[src/rtl/ddrseq_pkg.sv]
package ddrseq_pkg;

  typedef enum logic [2:0] {
    CMD_NOP,
    CMD_PALL,
    CMD_REF,
    CMD_MRS,
    CMD_EMRS
  } cmd_e;

  typedef enum logic [1:0] {
    GAP_RP,
    GAP_MRD,
    GAP_RFC
  } gap_e;

  typedef struct packed {
    logic issue;
    cmd_e cmd;
    logic dllRst;
    gap_e gap;
    logic refRun;
  } seq_strobe_t;

  function automatic int ns2cyc(input int ns, input int tckPs);
    int c;
    c = (ns * 1000 + tckPs - 1) / tckPs;
    return (c < 1) ? 1 : c;
  endfunction

endpackage

[src/rtl/ddrseq_datapath.sv]
module ddrseq_datapath
  import ddrseq_pkg::*;
#(
  parameter int TCK_PS     = 5000,
  parameter int STARTUP_NS = 200000,
  parameter int TRP_NS     = 15,
  parameter int TRFC_NS    = 70,
  parameter int TMRD_CLKS  = 2,
  parameter int TREFI_NS   = 15600,
  parameter int LOCK_CLKS  = 200,
  parameter int MAX_PEND   = 8,
  parameter int ADDR_W     = 12
) (
  input  logic              clk,
  input  logic              rstN,
  input  seq_strobe_t       stb,
  input  logic [2:0]        burstLen,
  input  logic              burstInterleave,
  input  logic [2:0]        casLat,
  output logic              gapDone,
  output logic              lockDone,
  output logic              pendNz,
  output logic              pendFull,
  output logic              ddrCke,
  output logic              ddrCsN,
  output logic              ddrRasN,
  output logic              ddrCasN,
  output logic              ddrWeN,
  output logic [1:0]        ddrBa,
  output logic [ADDR_W-1:0] ddrAddr
);

  localparam int STARTUP_CYC = ns2cyc(STARTUP_NS, TCK_PS);
  localparam int RP_CYC      = ns2cyc(TRP_NS, TCK_PS);
  localparam int RFC_CYC     = ns2cyc(TRFC_NS, TCK_PS);
  localparam int MRD_CYC     = (TMRD_CLKS < 1) ? 1 : TMRD_CLKS;
  localparam int REFI_CYC    = ns2cyc(TREFI_NS, TCK_PS);
  localparam int MAXGAP_A    = (RP_CYC > RFC_CYC) ? RP_CYC : RFC_CYC;
  localparam int MAXGAP_B    = (MAXGAP_A > MRD_CYC) ? MAXGAP_A : MRD_CYC;
  localparam int MAXGAP      = (MAXGAP_B > STARTUP_CYC) ? MAXGAP_B : STARTUP_CYC;
  localparam int GAP_W       = $clog2(MAXGAP + 1);
  localparam int LOCK_W      = $clog2(LOCK_CLKS + 1);
  localparam int REFI_W      = $clog2(REFI_CYC + 1);
  localparam int PEND_W      = $clog2(MAX_PEND + 1);

  // command spacing countdown
  logic [GAP_W-1:0] gapCnt;
  logic [GAP_W-1:0] gapLoad;

  always_comb begin
    case (stb.gap)
      GAP_RP:  gapLoad = GAP_W'(RP_CYC - 1);
      GAP_RFC: gapLoad = GAP_W'(RFC_CYC - 1);
      default: gapLoad = GAP_W'(MRD_CYC - 1);
    endcase
  end

  always_ff @(posedge clk or negedge rstN) begin
    if (!rstN)              gapCnt <= GAP_W'(STARTUP_CYC);
    else if (stb.issue)     gapCnt <= gapLoad;
    else if (gapCnt != '0)  gapCnt <= gapCnt - 1'b1;
  end

  assign gapDone = (gapCnt == '0);

  // DLL lock counter, restarted by the DLL reset mode write
  logic [LOCK_W-1:0] lockCnt;
  logic              dllRstIssue;
  assign dllRstIssue = stb.issue && (stb.cmd == CMD_MRS) && stb.dllRst;

  always_ff @(posedge clk or negedge rstN) begin
    if (!rstN)                                  lockCnt <= '0;
    else if (dllRstIssue)                       lockCnt <= '0;
    else if (lockCnt != LOCK_W'(LOCK_CLKS))     lockCnt <= lockCnt + 1'b1;
  end

  assign lockDone = (lockCnt == LOCK_W'(LOCK_CLKS));

  // refresh interval timer
  logic [REFI_W-1:0] refiCnt;
  logic              refTick;
  assign refTick = stb.refRun && (refiCnt == '0);

  always_ff @(posedge clk or negedge rstN) begin
    if (!rstN)                         refiCnt <= REFI_W'(REFI_CYC - 1);
    else if (!stb.refRun || refTick)   refiCnt <= REFI_W'(REFI_CYC - 1);
    else                               refiCnt <= refiCnt - 1'b1;
  end

  // pending refresh counter
  logic [PEND_W-1:0] pendCnt;
  logic              refServe;
  assign refServe = stb.issue && (stb.cmd == CMD_REF) && stb.refRun;
  assign pendNz   = (pendCnt != '0);
  assign pendFull = (pendCnt == PEND_W'(MAX_PEND));

  always_ff @(posedge clk or negedge rstN) begin
    if (!rstN) pendCnt <= '0;
    else begin
      case ({refTick, refServe})
        2'b10:   if (!pendFull) pendCnt <= pendCnt + 1'b1;
        2'b01:   pendCnt <= pendCnt - 1'b1;
        default: pendCnt <= pendCnt;
      endcase
    end
  end

  // command encoding and output registers
  logic [2:0]        rcwNext;
  logic [1:0]        baNext;
  logic [ADDR_W-1:0] addrNext;

  always_comb begin
    rcwNext  = 3'b111;
    baNext   = 2'b00;
    addrNext = '0;
    if (stb.issue) begin
      case (stb.cmd)
        CMD_PALL: begin
          rcwNext      = 3'b010;
          addrNext[10] = 1'b1;
        end
        CMD_REF:  rcwNext = 3'b001;
        CMD_MRS: begin
          rcwNext       = 3'b000;
          addrNext[2:0] = burstLen;
          addrNext[3]   = burstInterleave;
          addrNext[6:4] = casLat;
          addrNext[8]   = stb.dllRst;
        end
        CMD_EMRS: begin
          rcwNext = 3'b000;
          baNext  = 2'b01;
        end
        default: rcwNext = 3'b111;
      endcase
    end
  end

  always_ff @(posedge clk or negedge rstN) begin
    if (!rstN) begin
      ddrCke  <= 1'b0;
      ddrCsN  <= 1'b1;
      ddrRasN <= 1'b1;
      ddrCasN <= 1'b1;
      ddrWeN  <= 1'b1;
      ddrBa   <= '0;
      ddrAddr <= '0;
    end else begin
      ddrCke  <= 1'b1;
      ddrCsN  <= 1'b0;
      {ddrRasN, ddrCasN, ddrWeN} <= rcwNext;
      ddrBa   <= baNext;
      ddrAddr <= addrNext;
    end
  end

  a_r10_pend_saturates: assert property (@(posedge clk) disable iff (!rstN)
    (refTick && !refServe && pendFull) |=> pendFull);

  a_r9_serve_needs_pending: assert property (@(posedge clk) disable iff (!rstN)
    refServe |-> pendNz);

  a_r1_cke_before_command: assert property (@(posedge clk) disable iff (!rstN)
    !ddrCsN |-> ddrCke);

endmodule

[src/rtl/ddrseq_ctrl.sv]
module ddrseq_ctrl
  import ddrseq_pkg::*;
(
  input  logic        clk,
  input  logic        rstN,
  input  logic        refGrant,
  input  logic        gapDone,
  input  logic        lockDone,
  input  logic        pendNz,
  input  logic        pendFull,
  output seq_strobe_t stb,
  output logic        initDone,
  output logic        refReq,
  output logic        refUrgent
);

  typedef enum logic [3:0] {
    ST_PALL_A,
    ST_EMRS,
    ST_MRS_RST,
    ST_PALL_B,
    ST_REF_A,
    ST_REF_B,
    ST_MRS_RUN,
    ST_LOCK,
    ST_READY
  } state_e;

  state_e state, stateNext;

  always_ff @(posedge clk or negedge rstN) begin
    if (!rstN) state <= ST_PALL_A;
    else       state <= stateNext;
  end

  always_comb begin
    stateNext  = state;
    stb.issue  = 1'b0;
    stb.cmd    = CMD_NOP;
    stb.dllRst = 1'b0;
    stb.gap    = GAP_MRD;
    stb.refRun = 1'b0;
    case (state)
      ST_PALL_A: if (gapDone) begin
        stb.issue = 1'b1; stb.cmd = CMD_PALL; stb.gap = GAP_RP;
        stateNext = ST_EMRS;
      end
      ST_EMRS: if (gapDone) begin
        stb.issue = 1'b1; stb.cmd = CMD_EMRS; stb.gap = GAP_MRD;
        stateNext = ST_MRS_RST;
      end
      ST_MRS_RST: if (gapDone) begin
        stb.issue = 1'b1; stb.cmd = CMD_MRS; stb.dllRst = 1'b1; stb.gap = GAP_MRD;
        stateNext = ST_PALL_B;
      end
      ST_PALL_B: if (gapDone) begin
        stb.issue = 1'b1; stb.cmd = CMD_PALL; stb.gap = GAP_RP;
        stateNext = ST_REF_A;
      end
      ST_REF_A: if (gapDone) begin
        stb.issue = 1'b1; stb.cmd = CMD_REF; stb.gap = GAP_RFC;
        stateNext = ST_REF_B;
      end
      ST_REF_B: if (gapDone) begin
        stb.issue = 1'b1; stb.cmd = CMD_REF; stb.gap = GAP_RFC;
        stateNext = ST_MRS_RUN;
      end
      ST_MRS_RUN: if (gapDone) begin
        stb.issue = 1'b1; stb.cmd = CMD_MRS; stb.gap = GAP_MRD;
        stateNext = ST_LOCK;
      end
      ST_LOCK: if (gapDone && lockDone) stateNext = ST_READY;
      ST_READY: begin
        stb.refRun = 1'b1;
        if (gapDone && pendNz && refGrant) begin
          stb.issue = 1'b1; stb.cmd = CMD_REF; stb.gap = GAP_RFC;
        end
      end
      default: stateNext = ST_PALL_A;
    endcase
  end

  assign initDone  = (state == ST_READY);
  assign refReq    = initDone && pendNz;
  assign refUrgent = initDone && pendFull;

  a_r7_ready_after_lock: assert property (@(posedge clk) disable iff (!rstN)
    initDone |-> lockDone);

  a_r6_no_back_to_back: assert property (@(posedge clk) disable iff (!rstN)
    stb.issue |=> !stb.issue);

endmodule

[src/rtl/ddr_init_refresh.sv]
module ddr_init_refresh
  import ddrseq_pkg::*;
#(
  parameter int TCK_PS     = 5000,
  parameter int STARTUP_NS = 200000,
  parameter int TRP_NS     = 15,
  parameter int TRFC_NS    = 70,
  parameter int TMRD_CLKS  = 2,
  parameter int TREFI_NS   = 15600,
  parameter int LOCK_CLKS  = 200,
  parameter int MAX_PEND   = 8,
  parameter int ADDR_W     = 12
) (
  input  logic              clk,
  input  logic              rstN,
  input  logic [2:0]        burstLen,
  input  logic              burstInterleave,
  input  logic [2:0]        casLat,
  input  logic              refGrant,
  output logic              ddrCke,
  output logic              ddrCsN,
  output logic              ddrRasN,
  output logic              ddrCasN,
  output logic              ddrWeN,
  output logic [1:0]        ddrBa,
  output logic [ADDR_W-1:0] ddrAddr,
  output logic              initDone,
  output logic              refReq,
  output logic              refUrgent
);

  seq_strobe_t stb;
  logic gapDone, lockDone, pendNz, pendFull;

  ddrseq_ctrl u_ctrl (
    .clk       (clk),
    .rstN      (rstN),
    .refGrant  (refGrant),
    .gapDone   (gapDone),
    .lockDone  (lockDone),
    .pendNz    (pendNz),
    .pendFull  (pendFull),
    .stb       (stb),
    .initDone  (initDone),
    .refReq    (refReq),
    .refUrgent (refUrgent)
  );

  ddrseq_datapath #(
    .TCK_PS     (TCK_PS),
    .STARTUP_NS (STARTUP_NS),
    .TRP_NS     (TRP_NS),
    .TRFC_NS    (TRFC_NS),
    .TMRD_CLKS  (TMRD_CLKS),
    .TREFI_NS   (TREFI_NS),
    .LOCK_CLKS  (LOCK_CLKS),
    .MAX_PEND   (MAX_PEND),
    .ADDR_W     (ADDR_W)
  ) u_dp (
    .clk             (clk),
    .rstN            (rstN),
    .stb             (stb),
    .burstLen        (burstLen),
    .burstInterleave (burstInterleave),
    .casLat          (casLat),
    .gapDone         (gapDone),
    .lockDone        (lockDone),
    .pendNz          (pendNz),
    .pendFull        (pendFull),
    .ddrCke          (ddrCke),
    .ddrCsN          (ddrCsN),
    .ddrRasN         (ddrRasN),
    .ddrCasN         (ddrCasN),
    .ddrWeN          (ddrWeN),
    .ddrBa           (ddrBa),
    .ddrAddr         (ddrAddr)
  );

  a_r11_urgent_implies_request: assert property (@(posedge clk) disable iff (!rstN)
    refUrgent |-> refReq);

endmodule

[config.mk]
export PLATFORM = sky130hd
export DESIGN_NAME = ddr_init_refresh
export DESIGN_NICKNAME = d
export VERILOG_FILES = /design/src/rtl/ddrseq_pkg.sv /design/src/rtl/ddrseq_datapath.sv /design/src/rtl/ddrseq_ctrl.sv /design/src/rtl/ddr_init_refresh.sv
export SDC_FILE = /design/constraint.sdc
export NUM_CORES = 1
export LEC_CHECK = 0
export ABC_AREA = 1
export BUFFER_PORTS_ARGS = -buffer_cell sky130_fd_sc_hd__buf_2
export CAP_MARGIN = 20
export CORE_ASPECT_RATIO = 1.5
export CORE_MARGIN = 4
export CORE_UTILIZATION = 35
export DETAILED_ROUTE_END_ITERATION = 7
export PLACE_DENSITY = 0.54
export SLEW_MARGIN = 0
export SYNTH_ARGS = -nofsm -noshare
export SYNTH_HDL_FRONTEND = slang
export SYNTH_SLANG_ARGS = --single-unit
[constraint.sdc]
create_clock -name clk -period 2.88 [get_ports clk]
set_input_delay 0.144 -clock clk [delete_from_list [all_inputs] [get_ports clk]]
set_output_delay 0.144 -clock clk [all_outputs]
set_load 0.005 [all_outputs]
After elaboration in Yosys (flattened, before gate mapping)
Index checks and enable logic that the tools add are counted.
{"block": "word_totals", "ff_bits": 60, "input_bits": 10, "out_inout_bits": 22, "wordCells": 111}
{"block": "op_classes", "n_addsub": 5, "n_eq_ne": 27, "n_mux": 40, "bitwise": 1, "n_reduce_logical": 26}
{"cell": "$mux 4", "count": 14}
{"cell": "$pmux 4 s9", "count": 1}
{"cell": "$mux 16", "count": 2}
{"cell": "$pmux 4 s6", "count": 1}
{"cell": "$mux 7", "count": 3}
{"cell": "$eq 4x3->1 const B", "count": 4}
{"cell": "$logic_not 16->1", "count": 1}
{"cell": "$mux 8", "count": 2}
{"cell": "$ne 2x1->1 const B", "count": 8}
{"cell": "$pmux 4 s2", "count": 2}
{"cell": "$reduce_bool 16->1", "count": 1}
{"cell": "$sub 16x1->16 const B", "count": 1}
{"cell": "$logic_not 12->1", "count": 1}
{"cell": "$mux 12", "count": 1}
{"cell": "$sub 12x1->12 const B", "count": 1}
{"cell": "$logic_and 1x1->1", "count": 10}
{"cell": "$pmux 3 s3", "count": 1}
{"cell": "$reduce_and 9->1", "count": 1}
{"cell": "$add 8x1->8 const B", "count": 1}
{"cell": "$eq 4x2->1 const B", "count": 2}
{"cell": "$eq 4x4->1 const B", "count": 2}
{"cell": "$eq 8x8->1 const B", "count": 1}
{"cell": "$mux 1", "count": 8}
{"cell": "$ne 8x8->1 const B", "count": 1}
{"cell": "other kinds (21)", "count": 29}

Logic depth before layout (Yosys ltp)
Gate-level depths: netlist of the first run.
{"block": "depth", "depth_word": 11, "depth_mapped": 19, "depth_no_buf": 19}

Cells and area by module
From an unflattened synthesis of the first run, not the netlist that was laid out.
{"block": "hier_totals", "hier_cells": 412, "area_unflattened_um2": 3435.8}
{"mod": "ddrseq_datapath", "instances": 1, "cells_per_inst": 345, "area_each_um2": 3017.9, "seq_area_each_um2": 1396.3}
{"mod": "ddrseq_ctrl", "instances": 1, "cells_per_inst": 67, "area_each_um2": 417.9, "seq_area_each_um2": 100.1}

Least setup slack after synthesis of the first run
OpenSTA, ideal clock, no wires.
{"block": "synth_timing", "path_kind": "reg2reg", "start": "reg u_dp.gapCnt[0]", "end": "reg u_dp.pendCnt[3]", "setup_ns": 0.117, "arrival_ns": 2.301, "required_ns": 2.763, "setup_slack_ns": 0.462, "path_stages_with_launch": 20, "n_path_buf": 0, "synth_period_minus_slack_ns": 2.418, "path_cell_list": "dfrtp_1 inv_1 ha_1 nand2_1 inv_1 nand4_2 nor2_8 nand2_1 nand2_1 nand2_1 nor2_1 ha_1 nand2_1 nand2_1 a31oi_1 inv_1 nand2_1 nand2_1 nand2_1 nand2_1"}
{"block": "synth_via", "elab_chain_len": 11, "word_cells_on_any_way": 19, "classes_between": "eq/ne (4); mux (8); reduce/logical (7)"}
{"element": "start, declared", "line": "ddrseq_datapath.sv:47", "rtl": "logic [GAP_W-1:0] gapCnt;"}
{"element": "start signal, assigned", "line": "ddrseq_datapath.sv:59", "rtl": "if (!rstN) gapCnt <= GAP_W'(STARTUP_CYC);"}
{"element": "start signal, assigned", "line": "ddrseq_datapath.sv:60", "rtl": "else if (stb.issue) gapCnt <= gapLoad;"}
{"element": "start signal, assigned", "line": "ddrseq_datapath.sv:61", "rtl": "else if (gapCnt != '0) gapCnt <= gapCnt - 1'b1;"}
{"element": "$logic_not 16->1 *", "line": "ddrseq_datapath.sv:64", "rtl": "assign gapDone = (gapCnt == '0);"}
{"element": "$logic_and 1x1->1 (2 in a row)", "line": "ddrseq_ctrl.sv:75", "rtl": "if (gapDone && pendNz && refGrant) begin"}
{"element": "$mux 4", "line": "ddrseq_ctrl.sv:75"}
{"element": "$pmux 4 s6 *", "line": "ddrseq_ctrl.sv:43", "rtl": "case (state)"}
{"element": "$eq 3x2->1", "line": "ddrseq_datapath.sv:93", "rtl": "assign refServe = stb.issue && (stb.cmd == CMD_REF) && stb.refRun;"}
{"element": "$logic_and 1x1->1 * (2 in a row)", "line": "ddrseq_datapath.sv:93"}
{"element": "$eq 2x2->1 or $eq 2x1->1 (tied branches)", "line": "ddrseq_datapath.sv:100", "rtl": "case ({refTick, refServe})"}
{"element": "$ne 2x2->1 (no source line) or $reduce_bool 2->1 (tied branches)"}
{"element": "$reduce_and 2->1 (no source line)"}
{"element": "end signal, assigned", "line": "ddrseq_datapath.sv:101", "rtl": "2'b10: if (!pendFull) pendCnt <= pendCnt + 1'b1;"}
{"element": "end signal, assigned", "line": "ddrseq_datapath.sv:102", "rtl": "2'b01: pendCnt <= pendCnt - 1'b1;"}
{"element": "end signal, assigned", "line": "ddrseq_datapath.sv:103", "rtl": "default: pendCnt <= pendCnt;"}
{"element": "end, declared", "line": "ddrseq_datapath.sv:91", "rtl": "logic [PEND_W-1:0] pendCnt;"}
Mark *: on every way between the ends. The rest lies on a longest branch, timed or not.
A chain may end at the register's enable or synchronous reset.

Final worst setup path of the first run
Same ends and word-level chain as after synthesis.

==> results of run 1 <==
cell families (layout without fill, tap and decap cells):
family | count (synthesis) | count (layout) | share of synthesized area [%]
other | 2 | 6 | 0.251
XOR/XNOR | 24 | 24 | 7.01
multiplexers | 1 | 1 | 0.376
AND/OR/NAND/NOR | 173 | 173 | 26.1
AO/OA/AOI/OAI | 24 | 24 | 4.38
flip-flops | 59 | 59 | 49.9
adder cells (fa/ha/maj) | 7 | 7 | 3.17
buffers and inverters | 64 | 106 | 8.77
worst max-delay path, stage by stage (launching register included):
cell	delay (ps)
dfrtp_1	370
inv_1	90
ha_1	190
nand2_1	100
inv_1	80
nand4_2	150
nor2_8	180
nand2_1	90
nand2_1	80
nand2_1	50
nor2_1	180
ha_1	310
nand2_1	70
nand2_1	50
a31oi_1	180
inv_1	60
nand2_1	60
nand2_1	40
nand2_1	50
nand2_1	50
repair_timing:
action / CTS / global route
hold buffers: 1 / 0
gates resized for setup: 0 / 0
endpoints found under the hold margin: 25 / 0
state kept, by name, summed over array words and instances, names as in the netlist:
signal	count
u_dp.ddrCke	1
u_dp.lockCnt	8
u_dp.pendCnt	4
u_dp.ddrAddr	9
u_dp.ddrCasN	1
u_dp.ddrBa	1
u_dp.ddrRasN	1
u_dp.refiCnt	12
u_dp.ddrWeN	1
u_ctrl.state	4
u_dp.ddrCsN	1
u_dp.gapCnt	16
through the flow:
stage	setup WS, ps	total power, mW	cells
floorplan	462	0.855	358
global placement	454	0.879	490
detailed placement	345	0.879	490
CTS	334	2.24	507
finish	338	2.21	507
global route	60.4	2.27	507
routing by layer:
metal | GRT usage (%) | up-vias
li1 | - | 1179
met1 | 14.1 | 1061
met3 | 5.16 | 12
met2 | 22.1 | 40
met4 | 6.24 | 0
met5 | 0 | -
cell usage in the layout, fill, tap and decap left out, types with 5 or more instances in the layout:
master	instances
nor2_1	60
a21oi_1	5
ha_1	6
clkbuf_16	9
nor3_1	11
nand3_1	14
dfstp_2	16
xor2_1	13
inv_1	57
o21ai_0	10
conb_1	6
dfrtp_1	43
nand4_1	7
xnor2_1	11
nand2_1	64
buf_2	27
final cells by class:
class	count	area share, %
Clock buffer	12	7.03
Clock inverter	4	3.29
Inverter	59	6.07
Multi-Input combinational cell	235	34.3
Sequential cell	59	41.0
Tap cell	107	3.67
Timing Repair Buffer	31	4.60
power groups by stage:
stage,logic (mW),registers [mW],clock network (mW)
3_5_place_dp,0.0329,0.847,0
4_1_cts,0.0339,0.833,1.37
2_1_floorplan,0.00788,0.847,0
6_report,0.0319,0.834,1.34
3_3_place_gp,0.0323,0.847,0
5_1_grt,0.0382,0.833,1.40
worst paths after layout:
check,from,endpoint,slack [ps],cells past startpoint
max,u_dp.gapCnt[0],u_dp.pendCnt[3],340,19
min,burstLen[1],u_dp.ddrAddr[1],20,3
max reg2reg,u_dp.gapCnt[0],u_dp.pendCnt[3],340,19
min reg2reg,u_dp.refiCnt[0],u_dp.refiCnt[0],460,1
max in group asynchronous,rstN,u_dp.gapCnt[15],1680,3
min in group asynchronous,rstN,u_dp.gapCnt[9],430,2
==> flow_metrics.env, run 1 <==
export IMPL_status="finished, final reports clean"
export IMPL_layout_drive_gt1_share_pct=18.8
export IMPL_place_area_um2=3260
export IMPL_drv_cap=0
export IMPL_maxSlewHeadroom_pct=49.6
export IMPL_routabilityCongestion=0.806
export IMPL_synth_most_common_cell="nand2_1"
export IMPL_ant_nets=0
export IMPL_crit_path_end_kind="register"
export IMPL_clk_latency_ps=330
export IMPL_synth_warnings=0
export IMPL_yosysSeqAreaShare_pct=49.9
export IMPL_p_int_mw=1.82
export IMPL_dieWidth_um=83.6
export IMPL_slew_violations=0
export IMPL_hold_class="primary input to register"
export IMPL_p_seq_share_pct=37.8
export IMPL_vias=2292
export IMPL_synth_top_flop_cell="dfrtp_1"
export IMPL_yosysTopAreaCellShare_pct=35.9
export IMPL_hpwl_mm=4.45
export IMPL_tns_ps=0
export IMPL_synth_cell_type_count=35
export IMPL_wl_met3_um=282
export IMPL_track_usage_pct=13.0
export IMPL_synth_top_area_cell="dfrtp_1"
export IMPL_die_h_um=121
export IMPL_pwr_share_clk_pct=60.8
export IMPL_grt_pass1_wl_mm=10.4
export IMPL_num_fill_cells=824
export IMPL_initial_core_util_pct=35.8
export IMPL_fin_worst_skew_ps=3.98
export IMPL_synthesis_area_um2=3000
export IMPL_io_buffers=27
export IMPL_fin_nets=412
export IMPL_avgSynthCellArea_um2=8.47
export IMPL_wirelength_mm=5.94
export IMPL_cts_tree="done"
export IMPL_path_clk_slew_ps=50
export IMPL_dr_pass1_iters=4
export IMPL_rsz0062_at_grt="no"
export IMPL_drt_met1_wl_mm=2.48
export IMPL_drt_iter0_drc=70
export IMPL_synthTopCellsByArea="dfrtp_1, dfstp_2, nand2_1"
export IMPL_fin_hold_ws_ps=19.1
export IMPL_crit_type="register to register"
export IMPL_drcViolationCount=0
export IMPL_htreeDepth=3
export IMPL_postLayoutCoreUtil_pct=43.6
export IMPL_maxUsedRoutingLayer="met4"
export IMPL_cts_setup_buffers=0
export IMPL_grt_max_degree=35
export IMPL_power_switching_uw=385
export IMPL_rows=41
export IMPL_p_per_area_nw_per_um2=605
export IMPL_cp_max_fo=7
export IMPL_async_reset_ff_share_pct=100
export IMPL_route_detailed_wl_per_inst_um=11.7
export IMPL_syn_instance_count=354
export IMPL_irDropWorstVdd_v=0.000348
export IMPL_cts_buffers_inserted=9
export IMPL_leakagePower_nw=1.92
export IMPL_synthTopCellsByCount="nand2_1, nor2_1, inv_1"
export IMPL_start_kind="register"
export IMPL_power_frac_comb_pct=1.4
export IMPL_die_area_um2=10100
export IMPL_syn_to_final_growth_pct=21.8
export IMPL_tightest_slew_ps=756
export IMPL_synth_seq_cells=59
export IMPL_cts_sinks=59
export IMPL_crit_required_ps=3100
export IMPL_core_um2=8360
export IMPL_synth_edf_count=0
export IMPL_power_share_switching_pct=17.5
export IMPL_final_area_um2=3650
export IMPL_clockRootBuffer="clkbuf_16"
export IMPL_vias_per_cell=4.52
export IMPL_wl_met2_mm=3.04
export IMPL_grt_overflow=0
export IMPL_clockBufferDepth=2
export IMPL_worst_ep_arrival_time_ps=2760
export IMPL_max_freq_ghz=0.393
export IMPL_timing_final_crit_share_pct=88.3
export IMPL_antenna_found_initial=0
export IMPL_seqCellArea_um2=1500
export IMPL_hold_viol=0
export IMPL_grt_pass1_vias=2360
export IMPL_n_antenna_cell=0
export IMPL_setup_violations=0
export IMPL_pin_count=32
export IMPL_period_needed_ps=2540
export IMPL_multi_input_area_um2=1250
Power figures use the tool's default switching activity.
==> run 2, diff against run 1 <==
--- a/config.mk
+++ b/config.mk
@@ -5,7 +5,6 @@
 export SDC_FILE = /design/constraint.sdc
 export NUM_CORES = 1
 export LEC_CHECK = 0
-export ABC_AREA = 1
 export BUFFER_PORTS_ARGS = -buffer_cell sky130_fd_sc_hd__buf_2
 export CAP_MARGIN = 20
 export CORE_ASPECT_RATIO = 1.5
==> flow_metrics.env, run 2 <==
export IMPL_grt_pass1_wl_mm=9.46
export IMPL_regToRegSetupSlack_ps=120
export IMPL_grt_pass1_vias=2103
export IMPL_timing_final_crit_share_pct=96.0
export IMPL_drv_cap=0
export IMPL_n_antenna_cell=0
export IMPL_fin_nets=340
export IMPL_fin_worst_skew_ps=4.16
export IMPL_synthTopCellsByArea="dfrtp_1, dfstp_2, xnor2_1"
export IMPL_vias_per_cell=4.68
export IMPL_period_needed_ps=2760
export IMPL_path_clk_slew_ps=50
export IMPL_max_freq_ghz=0.362
export IMPL_start_kind="register"
export IMPL_fin_hold_ws_ps=-25.7
export IMPL_synth_cell_type_count=49
export IMPL_largest_register="u_dp.gapCnt"
export IMPL_dieWidth_um=81.7
export IMPL_reg_top3="u_dp.gapCnt (16), u_dp.refiCnt (12), u_dp.ddrAddr (9)"
export IMPL_avgSynthCellArea_um2=10.4
export IMPL_hold_viol=33
export IMPL_dr_pass1_iters=4
export IMPL_final_common_cell="dfrtp_1"
export IMPL_fin_cells=433
export IMPL_cts_tree="done"
export IMPL_r2r_start="u_dp.refiCnt[1]"
export IMPL_slew_violations=0
export IMPL_tns_ps=0
export IMPL_setup_violations=0
export IMPL_clockRootBuffer="clkbuf_16"
export IMPL_rows=40
export IMPL_synth_seq_cells=59
export IMPL_status="finished with violations"
export IMPL_tightest_slew_ps=961
export IMPL_io_buffers=27
export IMPL_crit_chain="inv_1 -> ha_2 -> or3b_4 -> or4_4 -> nand2_4 -> nor2_1 -> ha_1 -> a21o_1 -> a21o_1 -> nor2_1 -> mux2i_1 -> o22a_1"
export IMPL_grt_overflow=0
export IMPL_dp_cells=413
export IMPL_route_detailed_wl_per_inst_um=12.6
export IMPL_leakagePower_nw=1.67
export IMPL_hold_class="primary input to async pin"
export IMPL_htreeDepth=3
export IMPL_worstRegToRegCells=12
export IMPL_worstSetupStartpoint="u_dp.refiCnt[1]"
export IMPL_largest_reg_flops=16
export IMPL_wirelength_mm=5.44
export IMPL_synth_top_flop_cell="dfrtp_1"
export IMPL_cts_sinks=59
export IMPL_cts_buffers_inserted=9
export IMPL_maxSlewHeadroom_pct=35.9
export IMPL_yosysSeqAreaShare_pct=52.5
export IMPL_die_area_um2=9690
export IMPL_die_h_um=119
export IMPL_synth_edf_count=0
export IMPL_irDropWorstVdd_v=0.000380
export IMPL_drcViolationCount=0
export IMPL_synthesis_area_um2=2850
export IMPL_clockBufferDepth=2
export IMPL_slowest_stage="or4_4"
export IMPL_violations="negative hold slack"
export IMPL_routabilityCongestion=0.768
export IMPL_worstReg2RegEnd="u_dp.pendCnt[3]"
export IMPL_syn_to_final_growth_pct=23.7
export IMPL_pin_count=32
export IMPL_yosysTopAreaCellShare_pct=37.7
export IMPL_layout_drive_gt1_share_pct=27.4
export IMPL_synthTopCellsByCount="dfrtp_1, nor2_1, xnor2_1"
export IMPL_drt_iter0_drc=43
export IMPL_synth_top_area_cell="dfrtp_1"
export IMPL_synth_most_common_cell="dfrtp_1"
export IMPL_syn_instance_count=273
export IMPL_power_total_mw=1.89
export IMPL_p_per_area_nw_per_um2=535
export IMPL_initial_core_util_pct=35.8
export IMPL_antenna_found_initial=0
export IMPL_crit_end="u_dp.pendCnt[3]"
export IMPL_vias=2026
export IMPL_cp_slowest_stage_delay_ps=560
export IMPL_final_cell_mix="dfrtp_1, nor2_1, buf_2, buf_4, xnor2_1"
export IMPL_crit_type="register to register"
export IMPL_postLayoutCoreUtil_pct=44.3
export IMPL_async_reset_ff_share_pct=100
export IMPL_track_usage_pct=12.8
export IMPL_cp_max_fo=3
export IMPL_worst_ep_arrival_time_ps=2970
export IMPL_ant_nets=0
export IMPL_core_um2=7960
export IMPL_crit_required_ps=3090
export IMPL_grt_max_degree=45
export IMPL_synth_warnings=0
export IMPL_crit_path_end_kind="register"
export IMPL_hpwl_mm=3.96
export IMPL_clk_latency_ps=320
run 2: cell families after synthesis:
logic type      share of synthesized area (%)
compound gates                           6.67
xor+xnor                                 8.91
fa+ha+maj                                3.33
buf+inv                                  3.69
flops                                    52.5
mux                                      3.16
other cells                             0.263
simple gates                             21.5
run 2: area by class of cell:
cell class | instances | area (um^2)
Sequential cell | 59 | 1500
Inverter | 10 | 37.5
Clock inverter | 3 | 40.0
Fill cell | 761 | 4430
Timing Repair Buffer | 48 | 293
Clock buffer | 13 | 250
Tap cell | 105 | 131
Multi-Input combinational cell | 195 | 1280
run 2: what timing repair did:
item | in CTS | in global routing
hold buffers | 0 | 0
resized for setup | 0 | 3
buffers inserted | 0 | 4
endpoints found under the hold margin | 0 | 0
setup endpoints to repair | 0 | 1
run 2: worst min-delay path by stage:
| stage | to | slack, ps | depth (start not counted) |
|---|---|---|---|
| after floorplan | u_ctrl.state[0] | -150 | 0 |
| after global placement | u_dp.ddrAddr[0] | 350 | 2 |
| after detailed placement | u_dp.ddrAddr[4] | 350 | 2 |
| after CTS | u_dp.ddrAddr[1] | 10 | 1 |
| after global routing | u_dp.ddrAddr[3] | 10 | 2 |
| final | u_dp.ddrAddr[1] | -30 | 1 |
run 2: critical path, delay by kind of cell, from the launching register on:
| family | cells | cell delay [ps] |
|---|---|---|
| and+or+nand+nor | 5 | 1150 |
| AOI/OAI and AO/OA | 3 | 540 |
| adders and majority gates | 2 | 470 |
| DFF | 1 | 370 |
| muxes | 1 | 80 |
| buffers and inverters | 1 | 50 |
run 2: layer usage:
metal / vias up / part of all wire [%] / global-route usage (%)
li1: 1034 / - / -
met1: 949 / 41 / 14.3
met2: 30 / 52 / 20.7
met3: 13 / 3.8 / 3.81
met4: 0 / 3.3 / 8.00
met5: - / 0 / 0
run 2: stage by stage:
step	setup slack (ps)	instance area (um^2)
4_1_cts	32.3	3490
6_report	115	3530
3_5_place_dp	59.2	3200
5_1_grt	-4.29	3530
2_1_floorplan	48.4	2890
3_3_place_gp	108	3200
run 2: power by group:
| part | switching (mW) | leakage (nW) | internal, mW |
|---|---|---|---|
| sequential | 0.000238 | 0.721 | 0.834 |
| clock | 0.338 | 0.144 | 0.689 |
| combinational | 0.0190 | 0.811 | 0.00694 |
| total | 0.357 | 1.67 | 1.53 |
==> run 3, diff against run 2 <==
--- a/config.mk
+++ b/config.mk
@@ -5,13 +5,14 @@
 export SDC_FILE = /design/constraint.sdc
 export NUM_CORES = 1
 export LEC_CHECK = 0
+export ABC_AREA = 1
 export BUFFER_PORTS_ARGS = -buffer_cell sky130_fd_sc_hd__buf_2
 export CAP_MARGIN = 20
 export CORE_ASPECT_RATIO = 1.5
 export CORE_MARGIN = 4
-export CORE_UTILIZATION = 35
+export CORE_UTILIZATION = 28
 export DETAILED_ROUTE_END_ITERATION = 7
-export PLACE_DENSITY = 0.54
+export PLACE_DENSITY = 0.46
 export SLEW_MARGIN = 0
 export SYNTH_ARGS = -nofsm -noshare
 export SYNTH_HDL_FRONTEND = slang
==> flow_metrics.env, run 3 (synthesis results as in run 1) <==
export IMPL_status="finished, final reports clean"
export IMPL_initial_core_util_pct=28.5
export IMPL_hpwl_mm=4.68
export IMPL_rows=46
export IMPL_fin_cells=545
export IMPL_cp_max_fo=7
export IMPL_routabilityCongestion=0.833
export IMPL_vias=2311
export IMPL_leakagePower_nw=1.89
export IMPL_worstRegToRegCells=19
export IMPL_period_needed_ps=2520
export IMPL_hold_class="primary input to register"
export IMPL_fin_worst_skew_ps=6.32
export IMPL_dieWidth_um=92.5
export IMPL_hold_start="burstLen[0]"
export IMPL_cts_repair_resized=0
export IMPL_pre_cts_slack_ps=351
export IMPL_tns_ps=0
export IMPL_vias_per_cell=4.24
export IMPL_rsz0062_at_grt="no"
export IMPL_setup_ws_ps=364
export IMPL_slew_violations=0
export IMPL_timing_final_crit_share_pct=87.3
export IMPL_final_cell_mix="nand2_1, nor2_1, inv_1, dfrtp_1, buf_2"
export IMPL_drv_cap=0
export IMPL_fin_nets=413
export IMPL_cts_tree="done"
export IMPL_path_clk_slew_ps=50
export IMPL_largest_register="u_dp.gapCnt"
export IMPL_multi_input_area_um2=1250
export IMPL_syn_to_final_growth_pct=20.8
export IMPL_track_usage_pct=10.9
export IMPL_clk_latency_ps=330
export IMPL_hold_path_depth=3
export IMPL_num_fill_cells=1118
export IMPL_hold_path_end="u_dp.ddrAddr[0]"
export IMPL_setup_violations=0
export IMPL_dr_pass1_iters=4
export IMPL_cts_sinks=59
export IMPL_clockRootBuffer="clkbuf_16"
export IMPL_tightest_slew_ps=926
export IMPL_ant_nets=0
export IMPL_regToRegSetupSlack_ps=360
export IMPL_worst_ep_arrival_time_ps=2740
export IMPL_largest_reg_flops=16
export IMPL_start_kind="register"
export IMPL_worstReg2RegEnd="u_dp.pendCnt[3]"
export IMPL_final_common_cell="nand2_1"
export IMPL_reg_top3="u_dp.gapCnt (16), u_dp.refiCnt (12), u_dp.ddrAddr (9)"
export IMPL_core_um2=10500
export IMPL_crit_path_end_kind="register"
export IMPL_worstSetupStartpoint="u_dp.gapCnt[0]"
export IMPL_hold_viol=0
export IMPL_route_detailed_wl_per_inst_um=11.4
export IMPL_drt_iter0_drc=76
export IMPL_seqCellArea_um2=1500
export IMPL_crit_type="register to register"
export IMPL_n_antenna_cell=0
export IMPL_maxSlewHeadroom_pct=38.3
export IMPL_dp_cells=528
export IMPL_io_buffers=27
export IMPL_die_h_um=135
export IMPL_drcViolationCount=0
export IMPL_grt_pass1_vias=2275
export IMPL_die_area_um2=12500
export IMPL_r2r_start="u_dp.gapCnt[0]"
export IMPL_wirelength_mm=6.21
export IMPL_pin_count=32
export IMPL_layout_drive_gt1_share_pct=18.7
export IMPL_htreeDepth=3
export IMPL_cts_buffers_inserted=9
export IMPL_grt_overflow=0
export IMPL_max_freq_ghz=0.398
export IMPL_irDropWorstVdd_v=0.000293
export IMPL_antenna_found_initial=0
export IMPL_grt_max_degree=42
export IMPL_grt_pass1_wl_mm=10.4
export IMPL_crit_required_ps=3100
export IMPL_clockBufferDepth=2
export IMPL_p_per_area_nw_per_um2=523
run 3: cell types whose count changed in the layout (fill, tap and decap cells not counted), sizes merged, moves of 6 or more:
cell,delta
nor2,+28
buf,-17
inv,+50
xnor2,-9
and2,-6
nand4,+7
nand2b,-7
nand3,+7
mux2i,-6
o21ai,+9
nand2,+50
run 3: how the worst max path moves through the flow:
stage | slack (ps) | cells after the start | endpoint
after global placement | 420 | 19 | u_dp.pendCnt[3]
after global routing | 120 | 19 | u_dp.pendCnt[3]
after floorplan | 460 | 19 | u_dp.pendCnt[3]
after CTS | 340 | 19 | u_dp.pendCnt[3]
final | 360 | 19 | u_dp.pendCnt[3]
after detailed placement | 350 | 19 | u_dp.pendCnt[3]
run 3: per-layer routing:
metal | wire length (um) | GRT usage (%) | vias to the layer above
met5 | 0 | 0 | -
met4 | 211 | 7.27 | 0
met3 | 231 | 3.12 | 16
met2 | 3190 | 18.6 | 39
met1 | 2580 | 11.7 | 1071
li1 | - | - | 1185
run 3: final cells by class:
cell class                      instances  area share, %
Timing Repair Buffer                   32           4.84
Sequential cell                        59           41.4
Clock buffer                           15           7.95
Tap cell                              144           4.98
Inverter                               59           6.12
Multi-Input combinational cell        235           34.6
Clock inverter                          1          0.138
run 3: worst max-delay path, stage by stage, from the launching register on:
cell     delay (ps)
dfrtp_1         370
inv_1           100
ha_1            190
nand2_1         120
inv_1            80
nand4_2         140
nor2_8          170
nand2_1          80
nand2_1          70
nand2_1          50
nor2_1          170
ha_1            300
nand2_1          70
nand2_1          50
a31oi_1         180
inv_1            60
nand2_1          60
nand2_1          40
nand2_1          50
nand2_1          50
run 3: report_power, final:
| part | leakage [nW] | switching, mW | internal, mW | total (mW) |
|---|---|---|---|---|
| clock network | 0.146 | 0.353 | 0.674 | 1.03 |
| logic | 1.01 | 0.0223 | 0.00887 | 0.0311 |
| registers | 0.731 | 0.000409 | 0.834 | 0.834 |
| total | 1.89 | 0.376 | 1.52 | 1.89 |
run 3: what timing repair did:
item | CTS | global route
setup buffers | 0 | 0
hold endpoints to repair | 6 | 0
hold buffers | 1 | 0
endpoints found under the setup margin | 0 | 0
run 3: through the flow:
step	hold WS (ps)	util (%)	power, mW	instance area [um^2]
finish	19.3	34.4	1.89	3620
global placement	352	31.5	0.879	3320
global route	14.1	34.4	1.98	3620
floorplan	-152	-	0.855	3010
detailed placement	353	31.5	0.879	3320
CTS	6.64	34.4	1.93	3620
